[src/rtl/cop_timer_pkg.sv]
// Package: shared widths, register select codes and status field positions
// for the coprocessor timer and interrupt-mask unit.
package cop_timer_pkg;

    localparam int DATA_W   = 32;
    localparam int SEL_W    = 2;
    localparam int IM_W     = 8;
    localparam int HW_N     = 5;
    localparam int SW_N     = 2;

    // Register select codes on the register bus.
    typedef enum logic [SEL_W-1:0] {
        SEL_COUNT  = 2'd0,
        SEL_CMP    = 2'd1,
        SEL_STATUS = 2'd2,
        SEL_PEND   = 2'd3
    } reg_sel_e;

    // Status field positions.
    localparam int ST_IE    = 0;
    localparam int ST_EXL   = 1;
    localparam int ST_ERL   = 2;
    localparam int ST_IM_LO = 8;
    localparam int ST_RE    = 25;

    // Bits of status that hold state: 7:0, 15:8, 24:16 and 28.
    localparam logic [DATA_W-1:0] STATUS_WMASK = 32'h11FF_FFFF;
    localparam logic [DATA_W-1:0] STATUS_RST   = 32'h0000_0004;

    // Pending vector positions.
    localparam int PEND_TMR = 7;
    localparam int PEND_HW  = 2;

endpackage

[src/rtl/cop_count_cmp.sv]
// Module: cop_count_cmp
// Holds the free-running counter, the compare register and the sticky
// timer pending flag. Assumes the write strobes are mutually exclusive.
// A compare write always clears the flag, even in a cycle with a match.
module cop_count_cmp #(
    parameter int                 W       = 32,
    parameter logic [W-1:0]       CMP_RST = '1
) (
    input  logic         clk,
    input  logic         rst_n,
    input  logic         tick_en,
    input  logic         cnt_we,
    input  logic         cmp_we,
    input  logic [W-1:0] wdata,
    output logic [W-1:0] count_q,
    output logic [W-1:0] cmp_q,
    output logic         tmr_pend
);

    logic match;

    // Equality of counter and compare in the current cycle.
    assign match = (count_q == cmp_q);

    // Counter: a direct write takes priority over the tick increment.
    always_ff @(posedge clk) begin
        if (!rst_n) begin
            count_q <= '0;
        end else if (cnt_we) begin
            count_q <= wdata;
        end else if (tick_en) begin
            count_q <= count_q + W'(1);
        end
    end

    // Compare: changes only when written.
    always_ff @(posedge clk) begin
        if (!rst_n) begin
            cmp_q <= CMP_RST;
        end else if (cmp_we) begin
            cmp_q <= wdata;
        end
    end

    // Timer pending flag: set on a match, cleared by any compare write.
    always_ff @(posedge clk) begin
        if (!rst_n) begin
            tmr_pend <= 1'b0;
        end else if (cmp_we) begin
            tmr_pend <= 1'b0;
        end else if (match) begin
            tmr_pend <= 1'b1;
        end
    end

endmodule

[src/rtl/cop_status_reg.sv]
// Module: cop_status_reg
// Status word. Only the bits in WMASK hold state. All other bits,
// including the endian-reverse bit, read zero and ignore writes.
// It decodes the enable, exception-level and mask fields for the gate.
module cop_status_reg
    import cop_timer_pkg::*;
#(
    parameter int           W       = 32,
    parameter logic [W-1:0] WMASK   = STATUS_WMASK,
    parameter logic [W-1:0] RST_VAL = STATUS_RST
) (
    input  logic            clk,
    input  logic            rst_n,
    input  logic            we,
    input  logic [W-1:0]    wdata,
    output logic [W-1:0]    status_q,
    output logic            ie,
    output logic            exl,
    output logic            erl,
    output logic [IM_W-1:0] im
);

    logic [W-1:0] state_q;

    // Storage: only the bits that hold state are loaded.
    always_ff @(posedge clk) begin
        if (!rst_n) begin
            state_q <= RST_VAL & WMASK;
        end else if (we) begin
            state_q <= wdata & WMASK;
        end
    end

    // Field decode. The endian-reverse bit is forced to zero.
    always_comb begin
        status_q        = state_q & WMASK;
        status_q[ST_RE] = 1'b0;
        ie              = status_q[ST_IE];
        exl             = status_q[ST_EXL];
        erl             = status_q[ST_ERL];
        im              = status_q[ST_IM_LO +: IM_W];
    end

endmodule

[src/rtl/cop_irq_gate.sv]
// Module: cop_irq_gate
// Builds the pending vector from the timer flag, the hardware lines
// (only the lines marked in HW_LIVE) and the software flags. Masks it
// and gates it with the enable bits. The request is combinational, so
// unmasking a source that is already pending raises it at once.
module cop_irq_gate #(
    parameter int                HW_N    = 5,
    parameter int                SW_N    = 2,
    parameter logic [HW_N-1:0]   HW_LIVE = 5'b00111,
    localparam int               PEND_W  = 1 + HW_N + SW_N
) (
    input  logic              clk,
    input  logic              rst_n,
    input  logic              sw_we,
    input  logic [SW_N-1:0]   sw_wdata,
    input  logic [HW_N-1:0]   hw_irq,
    input  logic              tmr_pend,
    input  logic [PEND_W-1:0] im,
    input  logic              ie,
    input  logic              exl,
    input  logic              erl,
    output logic [PEND_W-1:0] pend_vec,
    output logic              irq_req
);

    logic [SW_N-1:0] sw_q;
    logic [HW_N-1:0] hw_seen;

    // Software flags: loaded by writes to the pending view.
    always_ff @(posedge clk) begin
        if (!rst_n) begin
            sw_q <= '0;
        end else if (sw_we) begin
            sw_q <= sw_wdata;
        end
    end

    // Hardware lines: unconnected lines tie off to zero.
    for (genvar i = 0; i < HW_N; i++) begin : g_hw
        if (HW_LIVE[i]) begin : g_live
            assign hw_seen[i] = hw_irq[i];
        end else begin : g_dead
            assign hw_seen[i] = 1'b0;
        end
    end

    // Pending vector: timer on top, hardware in the middle, software low.
    assign pend_vec = {tmr_pend, hw_seen, sw_q};

    // Request: any enabled source, with global enable and no exception level.
    assign irq_req = (|(pend_vec & im)) & ie & ~exl & ~erl;

endmodule

[src/rtl/cop_timer_intc.sv]
// Module: cop_timer_intc (top)
// Coprocessor timer and interrupt-mask unit. Decodes the register bus,
// instances the counter/compare, status and gating slices, and muxes
// the read data. Reads are combinational and writes take effect on the clock edge.
module cop_timer_intc
    import cop_timer_pkg::*;
#(
    parameter logic [DATA_W-1:0] CMP_RST = 32'hFFFF_FFFF,
    parameter logic [HW_N-1:0]   HW_LIVE = 5'b00111
) (
    input  logic              clk,
    input  logic              rst_n,
    input  logic              tick_en,
    input  logic              wr_en,
    input  logic [SEL_W-1:0]  reg_sel,
    input  logic [DATA_W-1:0] wr_data,
    output logic [DATA_W-1:0] rd_data,
    input  logic [HW_N-1:0]   hw_irq,
    output logic              irq_req
);

    localparam int PEND_W = 1 + HW_N + SW_N;

    reg_sel_e          sel;
    logic              cnt_we, cmp_we, st_we, pd_we;
    logic [DATA_W-1:0] count_q, cmp_q, status_q;
    logic              tmr_pend, ie, exl, erl;
    logic [IM_W-1:0]   im;
    logic [PEND_W-1:0] pend_vec;

    // Write decode: one strobe per register.
    always_comb begin
        sel    = reg_sel_e'(reg_sel);
        cnt_we = wr_en && (sel == SEL_COUNT);
        cmp_we = wr_en && (sel == SEL_CMP);
        st_we  = wr_en && (sel == SEL_STATUS);
        pd_we  = wr_en && (sel == SEL_PEND);
    end

    cop_count_cmp #(
        .W       (DATA_W),
        .CMP_RST (CMP_RST)
    ) u_cnt (
        .clk      (clk),
        .rst_n    (rst_n),
        .tick_en  (tick_en),
        .cnt_we   (cnt_we),
        .cmp_we   (cmp_we),
        .wdata    (wr_data),
        .count_q  (count_q),
        .cmp_q    (cmp_q),
        .tmr_pend (tmr_pend)
    );

    cop_status_reg #(
        .W       (DATA_W),
        .WMASK   (STATUS_WMASK),
        .RST_VAL (STATUS_RST)
    ) u_st (
        .clk      (clk),
        .rst_n    (rst_n),
        .we       (st_we),
        .wdata    (wr_data),
        .status_q (status_q),
        .ie       (ie),
        .exl      (exl),
        .erl      (erl),
        .im       (im)
    );

    cop_irq_gate #(
        .HW_N    (HW_N),
        .SW_N    (SW_N),
        .HW_LIVE (HW_LIVE)
    ) u_gate (
        .clk      (clk),
        .rst_n    (rst_n),
        .sw_we    (pd_we),
        .sw_wdata (wr_data[SW_N-1:0]),
        .hw_irq   (hw_irq),
        .tmr_pend (tmr_pend),
        .im       (im),
        .ie       (ie),
        .exl      (exl),
        .erl      (erl),
        .pend_vec (pend_vec),
        .irq_req  (irq_req)
    );

    // Read mux: the selected register, with the pending view zero-extended.
    always_comb begin
        unique case (sel)
            SEL_COUNT:  rd_data = count_q;
            SEL_CMP:    rd_data = cmp_q;
            SEL_STATUS: rd_data = status_q;
            default:    rd_data = {{(DATA_W-PEND_W){1'b0}}, pend_vec};
        endcase
    end

endmodule

[config.mk]
export PLATFORM = sky130hd
export DESIGN_NAME = cop_timer_intc
export DESIGN_NICKNAME = d
export VERILOG_FILES = /design/src/rtl/cop_timer_pkg.sv /design/src/rtl/cop_count_cmp.sv /design/src/rtl/cop_status_reg.sv /design/src/rtl/cop_irq_gate.sv /design/src/rtl/cop_timer_intc.sv
export SDC_FILE = /design/constraint.sdc
export NUM_CORES = 1
export LEC_CHECK = 0
export BUFFER_PORTS_ARGS = -buffer_cell sky130_fd_sc_hd__buf_2
export CAP_MARGIN = 20
export CORE_MARGIN = 3
export CORE_UTILIZATION = 55
export CTS_CLUSTER_DIAMETER = 200
export DETAILED_ROUTE_END_ITERATION = 8
export GPL_ROUTABILITY_DRIVEN = 0
export HOLD_SLACK_MARGIN = 0.03
export PLACE_DENSITY = 0.79
export RECOVER_POWER = 25
export SLEW_MARGIN = 0
export SYNTH_ARGS = -nofsm -noshare
export SYNTH_HDL_FRONTEND = slang
export SYNTH_HIERARCHICAL = 1
export SYNTH_SLANG_ARGS = --single-unit
[constraint.sdc]
create_clock -name clk -period 2.5 [get_ports clk]
set_clock_uncertainty 0.15 [all_clocks]
set_input_delay 0.25 -clock clk [delete_from_list [all_inputs] [get_ports clk]]
set_output_delay 0.25 -clock clk [all_outputs]
set_load 0.01 [all_outputs]
# Word-level counts from Yosys, hierarchy flattened
# Index checks and enable logic that the tools add are counted.
# word_totals
ff_bits	93
in_bits	43
out_inout_bits	33
elab_cells	28
# classes
mux	3
addsub	1
bitwise_logic	7
reduce_logical	8
eq_ne	4
# op_table
operator	n
$pmux 32 s3	1
$mux 32	2
$add 32x1->32 const B	1
$eq 32x32->1	1
$and 8x8->8	1
$reduce_or 8->1	1
$eq 2x2->1 const B	2
$logic_and 1x1->1	4
$and 1x1->1	3
$not 1->1	3
$eq 2x1->1 const B	1
$logic_not 2->1	1
$reduce_bool 2->1	1
$reduce_or 2->1	1

# Longest topological paths before layout
# depth
depth_word	5
mapped_depth	9
depth_no_buf	6

# Cells and area by module
# Netlist, hierarchy kept.
# modules_own_cells
module	seq_area_each_um2	area_each_um2	cells_per_inst	instances
cop_count_cmp	1301.2	3259.4	363	1
cop_status_reg	520.5	1131.1	101	1
cop_timer_intc	0.0	793.3	73	1
cop_irq_gate	40.0	165.2	19	1

# Least setup slack after synthesis
# OpenSTA, ideal clock, no wires.
# synth_path
kind	input to register
start	in reg_sel[1]
end	reg u_cnt.count_q[15]
path_slack_ns	0.461
arrival_time_ns	1.756
path_buffers	4
t_required_ns	2.218
cell_stages	8
setup_time_ns	0.132
path_cell_list	buf_4 > buf_4 > nor3b_1 > inv_1 > clkbuf_1 > clkbuf_1 > o21ai_0 > a21oi_1
# synth_via
elab_chain_len	3
word_cells_on_any_way	4
cone_classes	1 x mux; 3 x reduce/logical
# synth_rtl
element	line	text
start, declared	cop_timer_intc.sv:15	input logic [SEL_W-1:0] reg_sel,
$logic_not 2->1 *	cop_timer_intc.sv:34	cnt_we = wr_en && (sel == SEL_COUNT);
$logic_and 1x1->1 *	cop_timer_intc.sv:34	
via cnt_we	cop_timer_intc.sv:25	logic cnt_we, cmp_we, st_we, pd_we;
$mux 32 / $reduce_bool 2->1 (equally long branches)	n/a	
end signal, assigned	cop_count_cmp.sv:30	count_q <= wdata;
end signal, assigned	cop_count_cmp.sv:32	count_q <= count_q + W'(1);
end, declared	cop_count_cmp.sv:15	output logic [W-1:0] count_q,
# The timed path passes the listed nets; every way through them passes the cells marked *.
# A chain may end at the register's enable or synchronous reset.

# Final worst setup path
# layout_path
start	in reg_sel[0]
end	out rd_data[29]
# layout_via
elab_chain_len	2
word_cells_on_any_way	4
cone_classes	2 x eq/ne; 1 x mux; 1 x reduce/logical
# layout_rtl
element	line	text
$eq 2x2->1, or another cell as far along	cop_timer_intc.sv:92	unique case (sel)
$pmux 32 s3 *	cop_timer_intc.sv:92	
end, declared	cop_timer_intc.sv:17	output logic [DATA_W-1:0] rd_data,
# Every way passes the cells marked *; elsewhere a longest branch is shown, timed or not.

==> impl_metrics.py <==
metrics = {
    "yosys": {
        "ys_seq_area_share_pct": 34.8,
        "yosysWarnings": 6,
        "yosys-top-cells-area": "dfxtp_1 35%, mux2i_1 16%, xnor2_1 6.5%",
        "yosys.area.top_type": "dfxtp_1",
        "avgSynthCellArea_um2": 9.62,
        "synthCells": 556,
        "netlist_area_mm2": 0.00535,
        "synth_top_area_share_pct": 34.8,
        "ys_ff_latch": 93,
        "synth_cell_types": 42,
    },
    "floorplan": {
        "initial_core_util_pct": 57.3,
        "die_w_um": 105,
        "core_area_mm2": 0.00933,
        "die_y_um": 105,
        "die-area_mm2": 0.0109,
        "std_cell_rows": 35,
        "ios": 76,
    },
    "flow_run": {
        "max-cap-violations": 0,
    },
    "worst_setup_path": {
        "cp_cell_sequence": "clkbuf_1, nor2b_2, buf_12, o2bb2ai_1, buf_2",
        "critical_path_arrival_ps": 1870,
        "crit_slowest_cell": "clkbuf_1",
        "max_stage_delay_ps": 710,
        "cp_num_buf_inv": 3,
        "path_class": "input port to output pin",
        "cp-end-kind": "output pin",
        "cp-start-kind": "input port",
        "cp_top_family": "buffers and inverters",
        "crit_required_ps": 2100,
        "path_max_fanout": 24,
    },
    "grt": {
        "antenna_found_initial": 0,
        "grt_usage_pct": 24.9,
        "overflow": 0,
        "grt_pass1_vias": 4335,
        "grt_max_degree": 43,
        "grt_pass1_wl_mm": 22.1,
    },
    "cells_and_area": {
        "n_fill_cell": 759,
        "final_common_cell": "dfxtp_1",
        "mostFrequentLayoutCells": "93 x dfxtp_1, 86 x mux2i_1, 72 x buf_2",
        "drive_above_1_share_pct": 16.9,
        "postLayoutCellArea_mm2": 0.00619,
        "syn2layout_area_growth_pct": 15.8,
        "layout.nets": 677,
        "antenna_cells": 0,
    },
    "timing": {
        "fmax_mhz": 441,
        "rsz0062_at_grt": "false",
        "slew_violations": 0,
        "worstMarginPinSlew_ps": 978,
        "max_slew_margin_pct": 34.8,
        "setup_viol": 0,
        "fin_crit_ps": 2270,
        "fin_tns_setup_ps": 0,
        "fin_crit_sh_pct": 90.6,
        "hold_viol": 0,
        "holdWs_ps": 166,
    },
    "route": {
        "met1_length_mm": 5.91,
        "viasPerCell": 5.70,
        "drtAntennaViolNets": 0,
        "via_count": 4369,
        "routed.top_layer": "met4",
        "wl_per_cell_um": 17.7,
        "drc_errors": 0,
        "first_pass_iters": 5,
        "routed-wl-met3_um": 897,
        "first_iter_violations": 304,
        "drt-total-wl_mm": 13.6,
        "met2RoutedLength_mm": 6.44,
    },
    "clock_network": {
        "cts_hold_buf": 32,
        "cts_tree": "done",
        "cts_buffer_depth": 2,
        "clkLatencyLatePin_ps": 360,
        "htreeDepth": 3,
        "clockRootBuffer": "clkbuf_8",
        "cts_made_buffers": 9,
        "postCtsSetupBuffers": 0,
        "numClockSinks": 93,
        "clk_pin_slew_worst_paths_ps": 80,
        "ctsResizeCount": 0,
    },
    "placed_design": {
        "dpl_cell_area_mm2": 0.00567,
        "dp_hpwl_mm": 9.19,
        "io_buffers": 73,
    },
    "outcome": {
        "status": "finished, final reports clean",
    },
    "power": {
        "power.total_w": 0.00329,
        "ir_drop_v": 0.000336,
        "cellPowerDensity_mw_per_mm2": 532,
        "power_leakage_nw": 2.41,
    },
    "hold_path": {
        "hold_path_class": "input port to register",
    },
}
==> state kept, by name (all words and copies together) (netlist names) <==
name            count
u_st/state_q       26
u_gate/sw_q         2
u_cnt/count_q      32
u_cnt/cmp_q        32
u_cnt/tmr_pend      1
==> synth_stat cells (all sizes together) <==
master,n
dfxtp,93
mux2i,86
nand2,53
xnor2,40
buf,39
nor2b,28
o21ai,27
o2bb2ai,24
nand4,23
clkbuf,22
xor2,21
a21oi,20
nand3,17
and2,10
mux4,8
nor2,7
nor3,5
nor4,5
and3,4
and4,3
nand2b,3
o211a,3
conb,2
inv,2
nor3b,2
a221oi,1
a22o,1
a22oi,1
a32oi,1
and3b,1
clkinv,1
ha,1
o21ba,1
o311a,1
==> cell type report <==
cell class | count | area, µm² | area share [%]
multi-input cells | 405 | 3090 | 49.9
clock inverters | 3 | 67.6 | 1.09
inverters | 3 | 11.3 | 0.182
clock buffers | 13 | 159 | 2.57
well taps | 129 | 161 | 2.61
flip-flops and latches | 93 | 1860 | 30.1
repair buffers | 121 | 842 | 13.6
==> worst register-to-register path, stage by stage, from the launching register on <==
cell and delay (ps):
dfxtp_1 470, nand4_1 260, nor3_1 640, nand4_1 260, xor2_1 240, a21oi_1 100
==> kinds of logic after synthesis <==
| logic type | count (synthesis) | synth area share [%] |
|---|---|---|
| other | 2 | 0.140 |
| adder cells (fa/ha/maj) | 1 | 0.234 |
| buffers and inverters | 64 | 7.95 |
| XOR/XNOR | 61 | 9.99 |
| flip-flops | 93 | 34.8 |
| AO/OA/AOI/OAI | 80 | 10.0 |
| multiplexers | 94 | 20.0 |
| AND/OR/NAND/NOR | 161 | 16.9 |
==> layer usage <==
| metal | vias to the layer above | global-route usage [%] |
|---|---|---|
| met2 | 158 | 41.5 |
| met4 | 0 | 9.75 |
| met3 | 30 | 4.01 |
| met5 | - | 0 |
| li1 | 2098 | - |
| met1 | 2083 | 32.3 |
==> metrics by stage <==
| step | worst slack [ps] | instances | util, % |
|---|---|---|---|
| final | 235 | 767 | 66.4 |
| after global routing | 88.9 | 767 | 66.4 |
| after CTS | 434 | 767 | 66.6 |
| after detailed placement | 469 | 719 | 60.8 |
| after global placement | 504 | 719 | 60.8 |
| after floorplan | 461 | 562 | - |
==> where the power goes <==
part           switching (W)  leakage [nW]  internal, W
sequential         0.0000784         0.759      0.00154
clock               0.000529         0.110     0.000620
combinational       0.000261          1.54     0.000262
total               0.000868          2.41      0.00242
==> final timing paths <==
path | end | cells past startpoint | startpoint | slack [ps]
worst min-delay path | u_st/state_q[2] | 2 | rst_n | 170
worst min register to register | u_st/state_q[2] | 2 | u_st/state_q[2] | 370
worst max register to register | u_cnt/count_q[30] | 5 | u_cnt/count_q[15] | 280
worst max-delay path | rd_data[29] | 5 | reg_sel[0] | 230
No activity file was read; power rests on OpenSTA's default activity.
